--- config.mk ---
export PLATFORM = sky130hd
export DESIGN_NAME = wdog_timer
export DESIGN_NICKNAME = d
export VERILOG_FILES = /design/src/rtl/wdt_pkg.sv /design/src/rtl/wdt_regs.sv /design/src/rtl/wdt_scaler.sv /design/src/rtl/wdt_counter.sv /design/src/rtl/wdog_timer.sv
export SDC_FILE = /design/constraint.sdc
export NUM_CORES = 1
export LEC_CHECK = 0
export BUFFER_PORTS_ARGS = -buffer_cell sky130_fd_sc_hd__buf_2
export CORE_MARGIN = 2
export CORE_UTILIZATION = 25
export DETAILED_ROUTE_END_ITERATION = 8
export GPL_TIMING_DRIVEN = 0
export SYNTH_ARGS = -nofsm -noshare
export SYNTH_HDL_FRONTEND = slang
export SYNTH_SLANG_ARGS = --single-unit
--- constraint.sdc ---
create_clock -name clk_i -period 2.31 [get_ports clk_i]
set_clock_uncertainty 0.05 [all_clocks]
set_input_delay 0.3465 -clock clk_i [delete_from_list [all_inputs] [get_ports clk_i]]
set_output_delay 0.3465 -clock clk_i [all_outputs]
set_load 0.01 [all_outputs]
--- src/rtl/wdt_pkg.sv ---
package wdt_pkg;

  localparam int OFF_CTRL   = 'h00;
  localparam int OFF_RELOAD = 'h04;
  localparam int OFF_COUNT  = 'h08;

  localparam logic [15:0] CTRL_RESET   = 16'h8021;
  localparam logic [15:0] RELOAD_RESET = 16'h8000;

  typedef struct packed {
    logic [7:0] presc;
    logic [1:0] spare_hi;
    logic       run;
    logic [1:0] div_sel;
    logic       irq_en;
    logic       spare_lo;
    logic       rst_en;
  } ctrl_t;

endpackage

--- src/rtl/wdt_regs.sv ---
module wdt_regs
  import wdt_pkg::*;
#(
  parameter int ADDR_W = 4,
  parameter int CNT_W  = 16
) (
  input  logic              clk_i,
  input  logic              rst_ni,
  input  logic              valid_i,
  input  logic              write_i,
  input  logic [ADDR_W-1:0] addr_i,
  input  logic [15:0]       wdata_i,
  input  logic [CNT_W-1:0]  count_i,
  output ctrl_t             ctrl_o,
  output logic [CNT_W-1:0]  reload_o,
  output logic              ctrl_wr_o,
  output logic              cnt_wr_o,
  output logic [15:0]       rdata_o
);

  logic hit_ctrl, hit_reload, hit_count;
  ctrl_t ctrl_q;
  logic [CNT_W-1:0] reload_q;

  assign hit_ctrl   = (addr_i == ADDR_W'(OFF_CTRL));
  assign hit_reload = (addr_i == ADDR_W'(OFF_RELOAD));
  assign hit_count  = (addr_i == ADDR_W'(OFF_COUNT));

  assign ctrl_wr_o = valid_i && write_i && hit_ctrl;
  assign cnt_wr_o  = valid_i && write_i && hit_count;

  always_ff @(posedge clk_i or negedge rst_ni) begin
    if (!rst_ni) begin
      ctrl_q   <= ctrl_t'(CTRL_RESET);
      reload_q <= CNT_W'(RELOAD_RESET);
    end else begin
      if (ctrl_wr_o) ctrl_q <= ctrl_t'(wdata_i);
      if (valid_i && write_i && hit_reload) reload_q <= wdata_i[CNT_W-1:0];
    end
  end

  always_comb begin
    rdata_o = '0;
    if (valid_i && !write_i) begin
      if (hit_ctrl)        rdata_o = 16'(ctrl_q);
      else if (hit_reload) rdata_o = 16'(reload_q);
      else if (hit_count)  rdata_o = 16'(count_i);
    end
  end

  assign ctrl_o   = ctrl_q;
  assign reload_o = reload_q;

  AST_CTRL_WRITE: assert property (@(posedge clk_i) disable iff (!rst_ni)
    ctrl_wr_o |=> (16'(ctrl_q) == $past(wdata_i)));

endmodule

--- src/rtl/wdt_scaler.sv ---
module wdt_scaler #(
  parameter int PRE_W    = 8,
  parameter int BASE_LOG = 4,
  parameter int SEL_W    = 2
) (
  input  logic             clk_i,
  input  logic             rst_ni,
  input  logic             run_i,
  input  logic [PRE_W-1:0] presc_i,
  input  logic [SEL_W-1:0] div_sel_i,
  output logic             tick_o
);

  localparam int NUM_DIV = 1 << SEL_W;
  localparam int DCNT_W  = BASE_LOG + NUM_DIV - 1;

  logic [PRE_W-1:0]   pre_cnt;
  logic [DCNT_W-1:0]  div_cnt;
  logic [NUM_DIV-1:0] div_hit;
  logic               pre_hit;

  // One terminal-count detector per selectable divide ratio.
  for (genvar g = 0; g < NUM_DIV; g++) begin : g_div_tap
    assign div_hit[g] = &div_cnt[BASE_LOG+g-1:0];
  end

  assign pre_hit = (pre_cnt == presc_i);
  assign tick_o  = run_i && pre_hit && div_hit[div_sel_i];

  always_ff @(posedge clk_i or negedge rst_ni) begin
    if (!rst_ni) begin
      pre_cnt <= '0;
      div_cnt <= '0;
    end else if (!run_i) begin
      pre_cnt <= '0;
      div_cnt <= '0;
    end else if (pre_hit) begin
      pre_cnt <= '0;
      div_cnt <= div_hit[div_sel_i] ? '0 : div_cnt + 1'b1;
    end else begin
      pre_cnt <= pre_cnt + 1'b1;
    end
  end

  AST_FRESH_START: assert property (@(posedge clk_i) disable iff (!rst_ni)
    $rose(run_i) |-> (pre_cnt == '0 && div_cnt == '0));
  AST_TICK_SPACED: assert property (@(posedge clk_i) disable iff (!rst_ni)
    tick_o |=> !tick_o);

endmodule

--- src/rtl/wdt_counter.sv ---
module wdt_counter #(
  parameter int          CNT_W      = 16,
  parameter logic [15:0] COUNT_INIT = 16'h8000
) (
  input  logic             clk_i,
  input  logic             rst_ni,
  input  logic             tick_i,
  input  logic             run_i,
  input  logic             cnt_wr_i,
  input  logic [CNT_W-1:0] wdata_i,
  input  logic [CNT_W-1:0] reload_i,
  input  logic             rst_en_i,
  input  logic             irq_en_i,
  input  logic             irq_clr_i,
  output logic [CNT_W-1:0] count_o,
  output logic             irq_o,
  output logic             rst_req_o
);

  localparam logic [CNT_W-1:0] ONE = {{(CNT_W-1){1'b0}}, 1'b1};

  logic [CNT_W-1:0] count_q;
  logic             irq_q, rst_q, expire;

  assign expire = tick_i && !cnt_wr_i && (count_q == ONE);

  always_ff @(posedge clk_i or negedge rst_ni) begin
    if (!rst_ni) begin
      count_q <= CNT_W'(COUNT_INIT);
      irq_q   <= 1'b0;
      rst_q   <= 1'b0;
    end else begin
      if (cnt_wr_i)    count_q <= wdata_i;
      else if (tick_i) count_q <= (count_q == '0) ? reload_i : count_q - 1'b1;
      rst_q <= expire && rst_en_i;
      if (expire && irq_en_i) irq_q <= 1'b1;
      else if (irq_clr_i)     irq_q <= 1'b0;
    end
  end

  assign count_o   = count_q;
  assign irq_o     = irq_q;
  assign rst_req_o = rst_q;

  AST_RST_SINGLE: assert property (@(posedge clk_i) disable iff (!rst_ni)
    rst_req_o |=> !rst_req_o);
  AST_RST_GATED: assert property (@(posedge clk_i) disable iff (!rst_ni)
    rst_req_o |-> $past(rst_en_i));
  AST_IRQ_GATED: assert property (@(posedge clk_i) disable iff (!rst_ni)
    $rose(irq_o) |-> $past(irq_en_i));
  AST_SW_LOAD: assert property (@(posedge clk_i) disable iff (!rst_ni)
    cnt_wr_i |=> (count_o == $past(wdata_i)));
  AST_RELOAD: assert property (@(posedge clk_i) disable iff (!rst_ni)
    (tick_i && !cnt_wr_i && count_o == '0) |=> (count_o == $past(reload_i)));
  AST_HALT_HOLD: assert property (@(posedge clk_i) disable iff (!rst_ni)
    (!run_i && !cnt_wr_i) |=> $stable(count_o));

endmodule

--- src/rtl/wdog_timer.sv ---
module wdog_timer
  import wdt_pkg::*;
#(
  parameter int ADDR_W = 4,
  parameter int CNT_W  = 16
) (
  input  logic              clk_i,
  input  logic              rst_ni,
  input  logic              bus_valid_i,
  input  logic              bus_write_i,
  input  logic [ADDR_W-1:0] bus_addr_i,
  input  logic [15:0]       bus_wdata_i,
  output logic [15:0]       bus_rdata_o,
  output logic              irq_o,
  output logic              rst_req_o
);

  ctrl_t            ctrl;
  logic [CNT_W-1:0] reload, count;
  logic             ctrl_wr, cnt_wr, tick;

  wdt_regs #(.ADDR_W(ADDR_W), .CNT_W(CNT_W)) u_regs (
    .clk_i     (clk_i),
    .rst_ni    (rst_ni),
    .valid_i   (bus_valid_i),
    .write_i   (bus_write_i),
    .addr_i    (bus_addr_i),
    .wdata_i   (bus_wdata_i),
    .count_i   (count),
    .ctrl_o    (ctrl),
    .reload_o  (reload),
    .ctrl_wr_o (ctrl_wr),
    .cnt_wr_o  (cnt_wr),
    .rdata_o   (bus_rdata_o)
  );

  wdt_scaler #(.PRE_W(8), .BASE_LOG(4), .SEL_W(2)) u_scaler (
    .clk_i     (clk_i),
    .rst_ni    (rst_ni),
    .run_i     (ctrl.run),
    .presc_i   (ctrl.presc),
    .div_sel_i (ctrl.div_sel),
    .tick_o    (tick)
  );

  wdt_counter #(.CNT_W(CNT_W), .COUNT_INIT(RELOAD_RESET)) u_counter (
    .clk_i     (clk_i),
    .rst_ni    (rst_ni),
    .tick_i    (tick),
    .run_i     (ctrl.run),
    .cnt_wr_i  (cnt_wr),
    .wdata_i   (bus_wdata_i[CNT_W-1:0]),
    .reload_i  (reload),
    .rst_en_i  (ctrl.rst_en),
    .irq_en_i  (ctrl.irq_en),
    .irq_clr_i (ctrl_wr),
    .count_o   (count),
    .irq_o     (irq_o),
    .rst_req_o (rst_req_o)
  );

endmodule

==> results by group <==
Power
  • VDD IR max: 0.0004074 V
  • Sw frac: 35.07%
  • Comb power frac: 31.1%
  • Clock network fraction of total power: 30.2%
  • Internal: ~3100 uW
  • Leakage power: between 0.002 and 0.0025 uW
  • Psw: 1648 uW
  • Pwr/cell area: ~960 mW/mm^2
  • Flop pwr share: 38.6%

Yosys
  • Average cell area after synthesis: 9.737 sq um
  • Yosys top cell by area: dfrtp_1
  • Most used DFF post-synth: dfrtp_1
  • Distinct cells, synth: 55
  • Post-synth top area share: 39.04%
  • Synth warnings: 0
  • Synth area leaders: dfrtp_1 39%, mux2_2 8.8%, xor2_1 3.9%, nor2_1 3.5%, dfstp_2 3.4%
  • FFs w/ async S/R, synth: 100.0%
  • #FFs+latches synth: 65
  • Post-synth EDFFs: 0
  • Mapped Area: 0.003846 sq mm
  • Syn nets: 425
  • Register area share after synthesis: between 40% and 50%
  • Post-synthesis instance total: 395

Global route
  • Pin count of the biggest net entering global routing: 66
  • Total Routing Usage GR: between 10% and 20%
  • Remaining Overflow, GRT: 0
  • First-pass GRT wire length: about 18 mm
  • Initial antenna violation count: 0
  • Vias in the first global route: roughly 3300

Die
  • I/O Pins: 42
  • Die Ht: approximately 130 um
  • Die area: 0.01639 sq mm
  • Core area: 0.01509 sq mm
  • Starting Density: between 20% and 30%
  • Core Rows: 45
  • Die width: 128.0 um

Clock tree
  • H-tree depth: 3
  • Hold buffers post-CTS: 0
  • Reg clk slew, reported paths: 0.06 ns
  • Total CTS buffers: 9
  • Clk buf depth: 2
  • CTS tree: done
  • Worst-Skew Late Latency: ~0.33 ns
  • Clock sink count: 65
  • Root buffer cell: clkbuf_16

Drt
  • DR vias/cell: 4.930
  • Routed wire length per instance: 16.90 um
  • Vias: 3224
  • Iter 0 DRT Violations: 261
  • DRC Markers: 0
  • Drt pass-1 iters: 4
  • Number of routed nets with antenna violations: 0
  • Total Wirelength: 11.05 mm

Placement
  • Pre-CTS WS: -0.5156 ns
  • Dpl cells: 624
  • Routability cong.: 0.8593
  • Dpl hpwl: 7.706 mm
  • IO buf count: 41

Min path
  • HP Class: in2async

STA
  • Endpoints failing hold: 0
  • # setup viols final: 0
  • Tmin final: 2.273 ns
  • Fmax: 440.0 MHz
  • RSZ-0062 raised after global routing: true
  • Worst setup margin: 0.03744 ns
  • Final Max Slew Viols: 0
  • Normalized max-slew margin: 42.61%
  • Worst slew pin tran: 0.8609 ns
  • Final worst-path cycle share: 98.38%

Run
  • Max Cap Viol: 0

Final layout
  • Synth-to-layout area growth: 27.91%
  • Final Non-Filler Cells: 654
  • Commonest non-fill, non-tap cells in the layout: 60 x dfrtp_1, 44 x buf_2, 36 x nor2_1
  • N_diodes: 0
  • Commonest non-fill, non-tap cell in the layout: dfrtp_1
  • Share of cells above drive strength 1: 33.05%
  • Nets: 491

Worst setup path
  • Worst path required time: 2.51 ns
  • Crit start category: flop
  • Critical path class: reg2reg
  • Critical Path End Type: flop
  • R2R setup slack: 0.04 ns
  • CP Max Fanout: 7
  • Crit path arrival time: 2.47 ns

Run status
  • Status: finished, final reports clean
## cells in the mapped netlist, types with 4 or more instances
cell       instances
a211oi_1           4
a22oi_1           16
a2bb2oi_1          4
a31oi_1            4
and3_1             4
clkbuf_1          13
dfrtp_1           60
dfstp_2            5
ha_1               6
inv_1             12
mux2_2            30
mux2i_1           11
nand2_1           33
nand2b_1          17
nand3_1            7
nand4_1            4
nor2_1            36
nor3_1            23
o211ai_1           7
o21ai_0           19
xnor2_1            5
xor2_1            17
## state kept, by name, indices dropped and copies added (netlist names)
signal and count:
u_counter.count_o 16, u_regs.ctrl_o 16, u_regs.reload_o 16, u_scaler.pre_cnt 8, u_scaler.div_cnt 7, u_counter.irq_o 1, u_counter.rst_req_o 1
## power by group through the flow
| stage | combinational [uW] | clock (uW) | sequential [uW] |
|---|---|---|---|
| 3_3_place_gp | 1210 | 0 | 1800 |
| 4_1_cts | 1290 | 1440 | 1800 |
| 5_1_grt | 1640 | 1490 | 1860 |
| 2_1_floorplan | 969 | 0 | 1710 |
| 6_report | 1460 | 1420 | 1820 |
| 3_5_place_dp | 1240 | 0 | 1820 |
## timing repair
action / CTS / global route
setup buffers: 8 / 6
resized for setup: 10 / 37
pin swaps: 5 / 15
gates cloned: 0 / 1
endpoints found under the setup margin: 36 / 34
## logic make-up after synthesis
group,count (synthesis),synth area share [%]
and+or+nand+nor,156,22.45
DFF,65,42.45
xor gates and xnor gates,22,5.010
buffers and inverters,33,3.903
muxes,41,11.65
AOI/OAI and AO/OA,72,12.59
adders and majority gates,6,1.952
## metal layers
metal	up-vias	track usage (%)	wire length, um
li1	1554	-	-
met1	1579	17.59	4747
met2	70	24.03	5629
met3	21	2.462	421
met4	0	5.688	252
met5	-	0	0
## final timing paths
| check | startpoint | endpoint | cells after the start |
|---|---|---|---|
| min | rst_ni | u_regs.ctrl_o[1] | 1 |
| min reg2reg | u_regs.ctrl_o[7] | u_regs.ctrl_o[7] | 1 |
| max | u_scaler.div_cnt[1] | u_counter.count_o[2] | 8 |
| min in group clk_i | bus_wdata_i[5] | u_regs.ctrl_o[5] | 3 |
| max reg2reg | u_scaler.div_cnt[1] | u_counter.count_o[2] | 8 |
| max in group asynchronous | rst_ni | u_regs.ctrl_o[12] | 1 |
## final cells by class
| type | instances | area, sq um |
|---|---|---|
| fillers | 1538 | 10170 |
| multi-input cells | 297 | 2215 |
| flip-flops and latches | 65 | 1633 |
| repair buffers | 56 | 354.1 |
| clock buffers | 12 | 266.5 |
| well taps | 188 | 235.2 |
| plain buffers | 20 | 121.4 |
| clock inverters | 4 | 50.05 |
| inverters | 12 | 45.04 |
## per-stage QoR
step	instance area, sq um	utilization, %	hold slack (ns)	total power, uW	TNS, ns
6_report	4920	32.60	0.06254	4700	0
2_1_floorplan	3846	-	0.0009089	2675	0
5_1_grt	4920	32.60	0.1498	4995	-0.7248
4_1_cts	4708	31.20	0.1128	4537	0
3_5_place_dp	4289	28.42	0.4469	3060	-14.39
3_3_place_gp	4287	28.41	0.4372	3008	-12.70
## critical path, stage by stage (launching register included)
cell and delay [ns]:
dfrtp_1 0.36, ha_2 0.20, nand2_1 0.06, or3_4 0.39
a221o_2 0.46, nor3_4 0.21, buf_12 0.17, o2111ai_1 0.10
a31oi_1 0.18
Power figures use the tool's default switching activity.
